### src/rtl/tcvr_pkg.sv
package tcvr_pkg;

  localparam int NUM_DIR = 2;
  localparam int DIR_AB  = 0;
  localparam int DIR_BA  = 1;

  typedef struct packed {
    logic drive_n;
    logic pass;
    logic strobe;
    logic strobe_en_n;
  } tcvr_ctl_t;

endpackage

### src/rtl/tcvr_rst_sync.sv
module tcvr_rst_sync #(
  parameter int STAGES = 2
) (
  input  logic clk,
  input  logic rst_n,
  output logic rst_ok_n
);

  logic [STAGES-1:0] sync_q;
  logic [STAGES-1:0] sync_d;

  always_comb begin
    sync_d = {sync_q[STAGES-2:0], 1'b1};
  end

  always_ff @(posedge clk or negedge rst_n) begin
    if (!rst_n) begin
      sync_q <= '0;
    end else begin
      sync_q <= sync_d;
    end
  end

  assign rst_ok_n = sync_q[STAGES-1];

endmodule

### src/rtl/tcvr_lane.sv
module tcvr_lane
  import tcvr_pkg::*;
#(
  parameter int WIDTH = 18
) (
  input  logic             clk,
  input  logic             rst_ok_n,
  input  logic [WIDTH-1:0] din,
  input  tcvr_ctl_t        ctl,
  output logic [WIDTH-1:0] dout,
  output logic             oe
);

  logic             pass_w;
  logic             strobe_w;
  logic             en_n_w;
  logic             strobe_q;
  logic             strobe_d;
  logic             rise;
  logic             fire;
  logic             hold_ld;
  logic [WIDTH-1:0] hold_q;
  logic [WIDTH-1:0] hold_d;
  logic [1:0]       arm_q;

  assign pass_w   = ctl.pass;
  assign strobe_w = ctl.strobe;
  assign en_n_w   = ctl.strobe_en_n;

  // edge detect on the sampled strobe; transparency outranks clocked capture
  assign rise    = strobe_w & ~strobe_q;
  assign fire    = ~pass_w & ~en_n_w & rise;
  assign hold_ld = pass_w | fire;

  always_comb begin
    strobe_d = strobe_w;
    hold_d   = hold_q;
    if (hold_ld) begin
      hold_d = din;
    end
  end

  always_ff @(posedge clk or negedge rst_ok_n) begin
    if (!rst_ok_n) begin
      strobe_q <= 1'b1;
      hold_q   <= '0;
    end else begin
      strobe_q <= strobe_d;
      if (hold_ld) begin
        hold_q <= hold_d;
      end
    end
  end

  always_ff @(posedge clk or negedge rst_ok_n) begin
    if (!rst_ok_n) begin
      arm_q <= 2'b00;
    end else begin
      arm_q <= {arm_q[0], 1'b1};
    end
  end

  assign dout = pass_w ? din : hold_q;
  assign oe   = rst_ok_n & ~drive_n_sel();

  function automatic logic drive_n_sel();
    return ctl.drive_n;
  endfunction

  AST_PASS_TRACKS: assert property (@(posedge clk) disable iff (!arm_q[1])
    $past(pass_w) |-> (hold_q == $past(din)));

  AST_EDGE_CAPTURE: assert property (@(posedge clk) disable iff (!arm_q[1])
    ($past(!pass_w && !en_n_w && strobe_w) && !$past(strobe_w, 2)) |-> (hold_q == $past(din)));

  AST_STEADY_HOLD: assert property (@(posedge clk) disable iff (!arm_q[1])
    ($past(!pass_w) && ($past(strobe_w) == $past(strobe_w, 2))) |-> $stable(hold_q));

  AST_GATED_EDGE: assert property (@(posedge clk) disable iff (!arm_q[1])
    ($past(!pass_w) && $past(en_n_w)) |-> $stable(hold_q));

endmodule

### src/rtl/tcvr_bidir.sv
module tcvr_bidir
  import tcvr_pkg::*;
#(
  parameter int WIDTH      = 18,
  parameter int RST_STAGES = 2
) (
  input  logic             clk,
  input  logic             rst_n,
  input  logic [WIDTH-1:0] a_in_i,
  output logic [WIDTH-1:0] a_out_o,
  output logic             a_oe_o,
  input  logic [WIDTH-1:0] b_in_i,
  output logic [WIDTH-1:0] b_out_o,
  output logic             b_oe_o,
  input  logic             ab_drive_n_i,
  input  logic             ab_pass_i,
  input  logic             ab_strobe_i,
  input  logic             ab_strobe_en_n_i,
  input  logic             ba_drive_n_i,
  input  logic             ba_pass_i,
  input  logic             ba_strobe_i,
  input  logic             ba_strobe_en_n_i
);

  logic             rst_ok_n;
  logic [WIDTH-1:0] lane_in  [NUM_DIR];
  logic [WIDTH-1:0] lane_out [NUM_DIR];
  logic             lane_oe  [NUM_DIR];
  tcvr_ctl_t        lane_ctl [NUM_DIR];

  tcvr_rst_sync #(
    .STAGES (RST_STAGES)
  ) u_rst_sync (
    .clk      (clk),
    .rst_n    (rst_n),
    .rst_ok_n (rst_ok_n)
  );

  assign lane_in[DIR_AB]  = a_in_i;
  assign lane_in[DIR_BA]  = b_in_i;
  assign lane_ctl[DIR_AB] = '{drive_n: ab_drive_n_i, pass: ab_pass_i,
                              strobe: ab_strobe_i, strobe_en_n: ab_strobe_en_n_i};
  assign lane_ctl[DIR_BA] = '{drive_n: ba_drive_n_i, pass: ba_pass_i,
                              strobe: ba_strobe_i, strobe_en_n: ba_strobe_en_n_i};

  for (genvar d = 0; d < NUM_DIR; d++) begin : g_dir
    tcvr_lane #(
      .WIDTH (WIDTH)
    ) u_lane (
      .clk      (clk),
      .rst_ok_n (rst_ok_n),
      .din      (lane_in[d]),
      .ctl      (lane_ctl[d]),
      .dout     (lane_out[d]),
      .oe       (lane_oe[d])
    );
  end

  // A-to-B path drives port B, B-to-A path drives port A
  assign b_out_o = lane_out[DIR_AB];
  assign b_oe_o  = lane_oe[DIR_AB];
  assign a_out_o = lane_out[DIR_BA];
  assign a_oe_o  = lane_oe[DIR_BA];

  AST_DARK_IN_RESET: assert property (@(posedge clk)
    !rst_ok_n |-> (!a_oe_o && !b_oe_o));

  AST_NO_CONTENTION: assert property (@(posedge clk) disable iff (!rst_ok_n)
    !(a_oe_o && b_oe_o));

endmodule

### config.mk
export PLATFORM = sky130hd
export DESIGN_NAME = tcvr_bidir
export DESIGN_NICKNAME = d
export VERILOG_FILES = /design/src/rtl/tcvr_pkg.sv /design/src/rtl/tcvr_rst_sync.sv /design/src/rtl/tcvr_lane.sv /design/src/rtl/tcvr_bidir.sv
export SDC_FILE = /design/constraint.sdc
export NUM_CORES = 1
export LEC_CHECK = 0
export ABC_AREA = 0
export CAP_MARGIN = 20
export CORE_ASPECT_RATIO = 0.9
export CORE_UTILIZATION = 45
export DETAILED_ROUTE_END_ITERATION = 10
export DONT_BUFFER_PORTS = 1
export SETUP_SLACK_MARGIN = 0.15
export SLEW_MARGIN = 5
export SYNTH_ARGS = -nofsm -noshare
export SYNTH_HDL_FRONTEND = slang
export SYNTH_SLANG_ARGS = --single-unit
### constraint.sdc
create_clock -name clk -period 1.85 [get_ports clk]
set_input_delay 0.37 -clock clk [delete_from_list [all_inputs] [get_ports clk]]
set_output_delay 0.37 -clock clk [all_outputs]
set_load 0.01 [all_outputs]
======== Word-level counts from Yosys, hierarchy flattened ========
Index checks and enable logic that the tools add are counted.
word-level totals
  register bits after elaboration ......... 40
  input port bits ......................... 46
  output and inout bits ................... 38
  logic and storage cells ................. 25
cells by class
  mux-type cells .......................... 2
  bitwise gates (word level) .............. 18
operators by type and width
  operator            count
  two-way mux 18 bit  2
  AND 1 bit           8
  NOT 1 bit           8
  bitwise OR 1 bit    2

======== Longest topological paths before layout ========
Gate-level depths: netlist of run 1.
  depth after elaboration ................. 4
  depth in mapped cells ................... 5
  gate-level depth less buffers ........... 2

======== Cells and area by module ========
Synthesis of run 1 repeated with hierarchy kept, for this count alone.
unflattened totals
  cell total of the unflattened synthesis .. 245
  area, all modules ....................... 2,328.5 sq um
by module, submodules not included
  module         instances  cells an instance  area each (sq um)  seq. area each (sq um)
  tcvr_lane      2          121                1,137.3            476.7
  tcvr_rst_sync  1          3                  53.8               50.0

======== Least setup slack after synthesis of run 1 ========
No wires, ideal clock.
  path type ............................... register to output
  start ................................... reg u_rst_sync.sync_q[1]
  end ..................................... out a_oe_o
  arrival ................................. 1.442 ns
  data required time ...................... 1.480 ns
  slack ................................... 0.038 ns
  cell stages (with the launch flop) ...... 2
  buffers on the path ..................... 0
  path through ............................ dfrtp_1 nor2b_1
on the way
  word-level cells in the longest chain between the ends .. 1
RTL lines
  item                    line                 text
  from (decl)             tcvr_rst_sync.sv:9   logic [STAGES-1:0] sync_q;
  from (signal assigned)  tcvr_rst_sync.sv:20  sync_q <= sync_d;
  AND 1 bit               tcvr_lane.sv:64      assign oe = rst_ok_n & ~drive_n_sel();
  to (decl)               tcvr_bidir.sv:11     output logic a_oe_o,
Every way passes these cells.

======== Worst setup path after layout of run 1 ========
  start ................................... reg g_dir[1].u_lane.strobe_q
  end ..................................... reg g_dir[1].u_lane.hold_q[13]
on the way
  word-level cells in the longest chain between the ends .. 4
RTL lines
  item                    line             text
  from (decl)             tcvr_lane.sv:17  logic strobe_q;
  from (signal assigned)  tcvr_lane.sv:48  strobe_q <= strobe_d;
  NOT 1 bit               tcvr_lane.sv:31  assign rise = strobe_w & ~strobe_q;
  AND 1 bit               tcvr_lane.sv:31
  AND 1 bit               tcvr_lane.sv:32  assign fire = ~pass_w & ~en_n_w & rise;
  bitwise OR 1 bit        tcvr_lane.sv:33  assign hold_ld = pass_w | fire;
  to (signal assigned)    tcvr_lane.sv:50  hold_q <= hold_d;
  to (decl)               tcvr_lane.sv:22  logic [WIDTH-1:0] hold_q;
Every way passes these cells.
A chain may end at the register's enable or synchronous reset.

==> run summary, run 1 <==
The tools report the combinational cell fraction of total power as 15.7%. In this run the worst hold path is classified as input port to flip-flop. The count of buffers added on input and output ports is 0. The largest total area in the synthesized netlist belongs to sky130_fd_sc_hd__dfrtp_1.

The tools report the via count of the routed design as 1767. Dividing the final minimum period by the clock period gives 79.6%. The Yosys warning count was 0; the proportion of power drawn by the clock network was 31.9%.

The worst setup path is captured at a flip-flop. For the worst setup path, the data required time is 1.99 ns. The number of global-route vias before repair came out at 1694. For the largest net degree at the start of global routing, the log shows 39. The worst hold path terminates at g_dir[1].u_lane.strobe_q. The tree built by TritonCTS fans out to 40 sinks. Data arrives at the worst endpoint at 1.61 ns. Using the TritonRoute via totals, the vias-per-cell ratio works out to 5.87. The start point of the worst min-delay path is ba_strobe_i.

For the worst-skew pair, the clock arrives at the later sink with an insertion delay of 0.29 ns. In this run the power density over the cells is 785 mW/mm². The logs give 24 for the number of placement rows and 4 for the length of the first detailed-routing pass in iterations. VDD sags by at most 433 µV.

The leakage power figure is 1.01 nW. The worst setup path is launched from a flip-flop. For this configuration, the core starts out at a cell density of 47.3%. The switching share of power works out to 26.7%. The post-route minimum period was 1.47 ns.

Global routing used 19.6% of the available tracks. After legalization and detailed placement, the total HPWL measured 3310 µm. Static timing analysis puts the maximum clock frequency at 679 MHz.

The tools report the cell chosen for the clock root as sky130_fd_sc_hd__clkbuf_8. Counting the buffers created by CTS gives 5. The clock-pin slew on the worst setup and hold paths was 0.08 ns; the length in cells of the worst reg-to-reg path was 2. The largest driver fanout on the critical path came out at 19. In this run the power spent charging and discharging nets is 0.507 mW. The net count of the finished layout is 280.

Across the run, the number of max-cap violations was 0. Setup repair after global routing left no endpoint under its margin. The tools report the portion of total power attributed to sequential cells as 52.4%. The post-synthesis to final-layout area growth is 3.98%. The first global-routing pass estimated 8330 µm of wire. Setup violations remaining at the end of the flow were counted as 0.

Fraction of layout instances using a drive strength above 1: 5.11%. Summed over all layers, the routed wires come to 5100 µm. The run gives 0 ns as the total negative setup slack. The tools report the final routed DRC violation total as 0.

Routability-driven placement finished with a final weighted congestion of 0.741. The worst hold path passes through 0 cells. In this run the biggest area consumer among cell types represents 40.8% of the synthesized area. The clock passes through at most 2 buffers. The run gives 1.39 mW as the internal power of the cells.

In this run the post-CTS setup repair buffer count came out at 0. The die height was 70.2 µm; the area of the multi-input gates was 0.00122 mm². The mapped netlist covers 0.00233 mm².

In the final layout, flip-flops and latches occupy 0.00100 mm². After synthesis, the netlist uses 12 different library cells. The count of nets left with antenna violations once routing finished came out at 0. The tools report the initial antenna violation count as 1. For the flop-to-flop setup slack, the log shows 0.38 ns.

The share of the yosys chip area belonging to registers is 43.1%, and the measured slew at the worst slew-check pin is 0.777 ns. The cell area after placement is 0.00232 mm², and the floorplan die area is 0.00547 mm². After synthesis the netlist holds a flip-flop and latch count of 40. The H-tree generated during clock tree synthesis spans 2 levels.

Class of the most critical setup path: flip-flop to flip-flop. The die is 77.8 µm wide. The final count of hold timing violations was 0. Synthesis produced a netlist whose cell count is 245. After detailed routing, the average wire length per cell comes to 16.9 µm. TritonCTS built the clock tree. The logs give 0.00492 mm² for the area of the core and 84 for the number of ports placed on the die boundary.

The tools report the post-route cell area as 0.00242 mm². In this run the critical register-to-register path is launched from g_dir[1].u_lane.strobe_q. The final-layout fill cell count came out at 470.

The total congestion overflow is 0, and the post-synthesis area per instance is 9.50 µm². Measured against its own limit, the worst slew margin works out to 48.2%. For this block, the initial DRC count from the detailed router was 112.

For the number of slew-limit violations in the final report, the log shows 0. The run gives 0.00653 ns as the setup clock skew after layout. By area the synthesized netlist is led by sky130_fd_sc_hd__dfrtp_1 (41%), sky130_fd_sc_hd__nand4bb_1 (17%), sky130_fd_sc_hd__nand2_1 (12%), sky130_fd_sc_hd__o211ai_1 (12%), sky130_fd_sc_hd__nand2b_1 (9.7%). The run finished with clean final reports.

The net count of the mapped netlist came out at 291. The tools report the capture instance of the worst register-to-register path as g_dir[1].u_lane.hold_q[13].
## routing by layer
metal  GRT usage, %  routed length (µm)  vias to the layer above
met2           27.9                2260                       69
li1               -                   -                      850
met1           26.9                2270                      843
met3           7.84                 524                        5
met5              0                   0                        -
met4           6.29                  50                        0
## Yosys cell counts
cell and n:
sky130_fd_sc_hd__buf_2 8, sky130_fd_sc_hd__o211ai_1 36, sky130_fd_sc_hd__dfrtp_1 38, sky130_fd_sc_hd__clkbuf_1 10, sky130_fd_sc_hd__nand4bb_1 36, sky130_fd_sc_hd__nor3b_4 2, sky130_fd_sc_hd__buf_6 2, sky130_fd_sc_hd__dfstp_2 2
sky130_fd_sc_hd__nor2b_1 2, sky130_fd_sc_hd__nand2_1 72, sky130_fd_sc_hd__nand2b_1 36, sky130_fd_sc_hd__conb_1 1
## cell usage in the layout, fill, tap and decap left out
master	synthesis	layout
sky130_fd_sc_hd__nand2b_1	36	36
sky130_fd_sc_hd__dfstp_2	2	2
sky130_fd_sc_hd__dfrtp_2	0	1
sky130_fd_sc_hd__conb_1	1	1
sky130_fd_sc_hd__o211ai_1	36	36
sky130_fd_sc_hd__nor3b_4	2	2
sky130_fd_sc_hd__clkbuf_8	0	6
sky130_fd_sc_hd__nand2_1	72	72
sky130_fd_sc_hd__dlygate4sd3_1	0	1
sky130_fd_sc_hd__nand4bb_1	36	36
sky130_fd_sc_hd__nor2b_1	2	2
sky130_fd_sc_hd__clkbuf_1	10	2
sky130_fd_sc_hd__dfrtp_1	38	37
sky130_fd_sc_hd__buf_4	0	1
sky130_fd_sc_hd__diode_2	0	1
## worst max path at each step
stage | start | to | slack, ns | cells after the start
floorplan | ba_pass_i | a_out_o[10] | 0.38 | 5
global placement | g_dir[1].u_lane.strobe_q | g_dir[1].u_lane.hold_q[7] | 0.39 | 2
detailed placement | g_dir[0].u_lane.strobe_q | g_dir[0].u_lane.hold_q[6] | 0.36 | 2
CTS | g_dir[1].u_lane.strobe_q | g_dir[1].u_lane.hold_q[13] | 0.37 | 2
global route | g_dir[0].u_lane.strobe_q | g_dir[0].u_lane.hold_q[17] | 0.24 | 2
finish | g_dir[1].u_lane.strobe_q | g_dir[1].u_lane.hold_q[13] | 0.38 | 2
## cell families after synthesis
logic type,share of synthesized area (%)
DFF,43.1
AOI/OAI and AO/OA,11.6
other,0.161
and+or+nand+nor,40.8
buffers and inverters,4.30
## sequential cells by signal, indices dropped and copies added (netlist names)
register,count
u_rst_sync.sync_q,2
g_dir.u_lane.hold_q,36
g_dir.u_lane.strobe_q,2
## metrics by stage
stage | utilization [%] | std cells | hold WS [ns] | power (mW) | setup WS, ns
2_1_floorplan | - | 245 | 0.0744 | 1.29 | 0.383
3_3_place_gp | 47.1 | 291 | 0.0747 | 1.30 | 0.389
3_5_place_dp | 47.1 | 291 | 0.0747 | 1.31 | 0.363
4_1_cts | 49.1 | 300 | 0.0613 | 1.92 | 0.368
5_1_grt | 49.2 | 301 | 0.0520 | 1.99 | 0.241
6_report | 49.2 | 301 | 0.0728 | 1.90 | 0.378
## critical path: stages, from the launching register on
cell and delay, ns:
sky130_fd_sc_hd__dfstp_2 0.46, sky130_fd_sc_hd__nor3b_4 0.66, sky130_fd_sc_hd__o211ai_1 0.19
## cell type report
cell class	instances	area share (%)
multi-input combinational	185	50.6
tap	65	3.36
antenna	1	0.103
sequential	40	41.5
timing repair buffer	2	0.724
clock buffer	8	3.72
## power groups by stage
| stage | registers [mW] | clock network (mW) | logic (mW) |
|---|---|---|---|
| detailed placement | 1.01 | 0 | 0.299 |
| floorplan | 1.01 | 0 | 0.288 |
| finish | 0.996 | 0.606 | 0.297 |
| global placement | 1.01 | 0 | 0.295 |
| global route | 1.01 | 0.654 | 0.334 |
| CTS | 0.997 | 0.622 | 0.303 |
## timing repair
action	4_1_cts	5_1_grt
hold buffers	1	0
gates resized for setup	0	0
hold endpoints to repair	2	0
Note: power is estimated with default switching activity, not from simulation.
==> run 2, diff against run 1 <==
==> constraint.sdc (replaced) <==
create_clock -name clk -period 1.35 [get_ports clk]
set_input_delay 0.27 -clock clk [delete_from_list [all_inputs] [get_ports clk]]
set_output_delay 0.27 -clock clk [all_outputs]
set_load 0.01 [all_outputs]
==> run 2 against run 1 <==
Against the previous run: sequential share of layout area is 2.0 points lower; worst hold slack gained 0.065 ns; power up 40%; critical path type is now flip-flop to output pin; combinational power rose by 52%; register-to-register slack got worse by 0.13 ns; die area unchanged; final area is 5.4% higher; routed wire length grew 3.6%; core utilization rose by 2.7 points; clock skew shrank 0.0037 ns; first-iteration DRC count down 36%; sequential cell count did not move.
==> run summary, run 2 (synthesis gave the netlist of run 1 again) <==
For the length of the first detailed-routing pass in iterations, the log shows 4 (unchanged). The tools report the number of placement rows as 24 (unchanged). In this run the critical register-to-register path is captured at g_dir[0].u_lane.hold_q[17]. The logs give 40 (unchanged) for the number of clock sinks and 0.25 ns (-0.13 ns) for the flop-to-flop setup slack. The count of buffers from port buffering is 0 (unchanged). The tools report the number of slew-limit violations in the final report as 0 (unchanged).

For the length of routed wiring on met1, the log shows 2610 µm (+15%). The number of vias per cell after detailed routing is 5.78 (-1.5%), and the post-synthesis to final-layout area growth is 9.62%. Critical path depth in cells: 1 (-1).

The tools report the total chip power as 2.65 mW (+40%). TritonCTS built the clock tree. The leakage power figure came out at 1.08 nW (+7.4%). The final count of hold timing violations came out at 0 (unchanged). Largest driver fanout on the critical path: 3 (-16). The post-placement cell count was 294 (+1.0%).

In this run the top signal layer used is met4. The clock-pin slew on the worst setup and hold paths came out at 0.07 ns (about the same). The logs give 0.28 ns (about the same) for the clock insertion delay at the later pin of the skew report and 1.08 ns (-0.91 ns) for the data required time at the worst endpoint.

The longest individual stage delay on the worst path works out to 0.48 ns (-0.18 ns). The run gives 84 (unchanged) as the number of ports placed on the die boundary. The tools report the routability-driven placement congestion ratio as 0.717 (-3.2%). The area of the core was 0.00492 mm² (unchanged); the via count of the routed design was 1792 (+1.4%). For the largest net degree at the start of global routing, the log shows 37 (-5.1%).

Leaving out fill and tap cells, the most frequent cell in the layout is sky130_fd_sc_hd__nand2_1. The worst hold path belongs to the class input port to flip-flop. The number of flip-flops in the largest register is 36 (unchanged).

Data arrival time of the critical path: 0.90 ns (-0.71 ns). Total global routing track utilization: 20.3% (+0.74 points). On the critical path the largest part of the delay comes from flip-flops. The layout net count came out at 291 (+3.9%).

g_dir.u_lane.hold_q holds more flip-flops than any other register. Among all stages on the critical path, the largest delay is contributed by sky130_fd_sc_hd__dfrtp_4. Number of violations reported at the end of detailed-routing iteration 0: 72 (-36%). Buffers plus inverters on the worst setup path: 0 (unchanged). The worst setup path is captured at an output pin. For the routed length on met2, the log shows 2210 µm (-2.1%). The reg-to-reg critical path startpoint is g_dir[0].u_lane.strobe_q.

The detailed-routed wire length on met3 is 414 µm (-21%). The final count of negative-setup-slack endpoints is 0 (unchanged), and the post-DP HPWL is 3340 µm (+1.1%). The die height was 70.2 µm (unchanged). Start point of the worst min-delay path: b_in_i[2].

The run gives 310 (+3.0%) as the count of placed standard cells in the final layout, fillers left out. The critical path goes through nor2b_4. Based on the critical path, the design can be clocked at up to 853 MHz. The flow ran to the end, and the final reports show no timing, DRC or antenna violations. The total CTS buffers was 5 (unchanged). Setup clock skew after layout: 0.00284 ns (-0.00369 ns). The setup path with the least slack is of type flip-flop to output pin.

The remaining antenna violation count after routing was 0 (unchanged); the chip width was 77.8 µm (unchanged). The length in cells of the worst reg-to-reg path came out at 3 (+1). The largest registers in the layout are g_dir.u_lane.hold_q: 36 flops, g_dir.u_lane.strobe_q: 2 flops, u_rst_sync.sync_q: 2 flops. In the layout the commonest cells are sky130_fd_sc_hd__nand2_1 (71), sky130_fd_sc_hd__dfrtp_1 (37), sky130_fd_sc_hd__nand2b_1 (36), sky130_fd_sc_hd__nand4bb_1 (36), sky130_fd_sc_hd__o211ai_1 (36). For the final-layout fill cell count, the log shows 469 (-0.21%).

The fraction of layout instances using a drive strength above 1 came out at 10.2% (+5.1 points). Setup repair after global routing could not meet its margin everywhere. The cell depth of the worst min-delay path works out to 2 (+2). The path with the worst hold slack has its endpoint at g_dir[1].u_lane.hold_q[2].

The tools report the global-route wire length before repair as 8710 µm (+4.6%). The worst hold-check slack is 0.138 ns (+0.0653 ns). The initial antenna violation count came out at 0 (-1).

The cell chosen for the clock root is sky130_fd_sc_hd__clkbuf_8. The logs give 0.00547 mm² (unchanged) for the floorplan die area and 0 (unchanged) for the final routed DRC violation total. The total wire length is 5280 µm (+3.6%). For the highest ir drop seen on vdd, the log shows 500 µV (+15%).

The tools report the number of global-route vias before repair as 1712 (+1.1%). The routed length per placed instance was 17.0 µm (+0.62%); the total of max-cap violations was 0 (unchanged). STA classifies the critical path startpoint as a flip-flop.

The deepest level of the CTS H-tree is 2 (unchanged), and the power per cell area is 1040 mW/mm² (+32%). Subtracting the final worst setup slack from the clock period gives 1.17 ns. The run gives 47.3% (unchanged) as the starting density of the core. For the maximum count of clock buffers along a single path, the log shows 2 (unchanged). The critical path starts at u_rst_sync.sync_q[1]. The share of the clock period used by the worst path was 86.9%; the antenna diode count was 0 (-1). For the total congestion overflow, the log shows 0 (unchanged).
[run 2: cell types whose count changed in the layout (fill, tap and decap cells not counted), sizes merged]
cell	previous run	this run
clkbuf	8	7
buf	1	10
dlygate4sd3	1	3
diode	1	0
[run 2: per-layer routing]
| layer | vias up | GRT usage [%] |
|---|---|---|
| li1 | 872 | - |
| met1 | 861 | 30.3 |
| met2 | 54 | 28.0 |
| met3 | 5 | 6.54 |
| met4 | 0 | 5.24 |
| met5 | - | 0 |
[run 2: layout make-up]
| cell class | count | area [µm²] | share of cell area, % |
|---|---|---|---|
| clock buffers | 7 | 96.3 | 3.77 |
| repair buffers | 13 | 125 | 4.90 |
| flip-flops and latches | 40 | 1010 | 39.5 |
| multi-input cells | 185 | 1240 | 48.7 |
| well taps | 65 | 81.3 | 3.19 |
[run 2: how the worst max path moves through the flow]
stage	endpoint
after floorplan	a_oe_o
after global placement	g_dir[0].u_lane.hold_q[12]
after detailed placement	g_dir[0].u_lane.hold_q[4]
after CTS	b_oe_o
after global routing	b_oe_o
final	b_oe_o
[run 2: what timing repair did]
item	4_1_cts	5_1_grt
endpoints found under the hold margin	4	0
pin swaps	2	0
buffers inserted	6	0
endpoints found under the setup margin	38	7
cloned	0	0
resized for setup	3	3
hold buffers	3	0
[run 2: worst register-to-register path: cells and delay by family, from the launching register on]
kind	cells	cell delay (ns)
AOI/OAI and AO/OA	1	0.10
buffers and inverters	1	0.17
and+or+nand+nor	1	0.15
DFF	1	0.56
[run 2: power breakdown]
| group | switching [mW] | leakage (nW) | internal, mW |
|---|---|---|---|
| Combinational | 0.252 | 0.556 | 0.200 |
| Sequential | 0.0359 | 0.477 | 1.32 |
| Clock | 0.391 | 0.0503 | 0.455 |
| Total | 0.678 | 1.08 | 1.97 |
[run 2: through the flow]
stage	worst slack, ns	instance area [µm²]	setup TNS, ns	util, %
global placement	-0.0129	2350	-0.0662	47.6
CTS	0.162	2540	0	51.6
finish	0.177	2550	0	51.8
global route	0.147	2550	0	51.8
detailed placement	-0.0205	2350	-0.0884	47.6
floorplan	0.144	2340	0	-
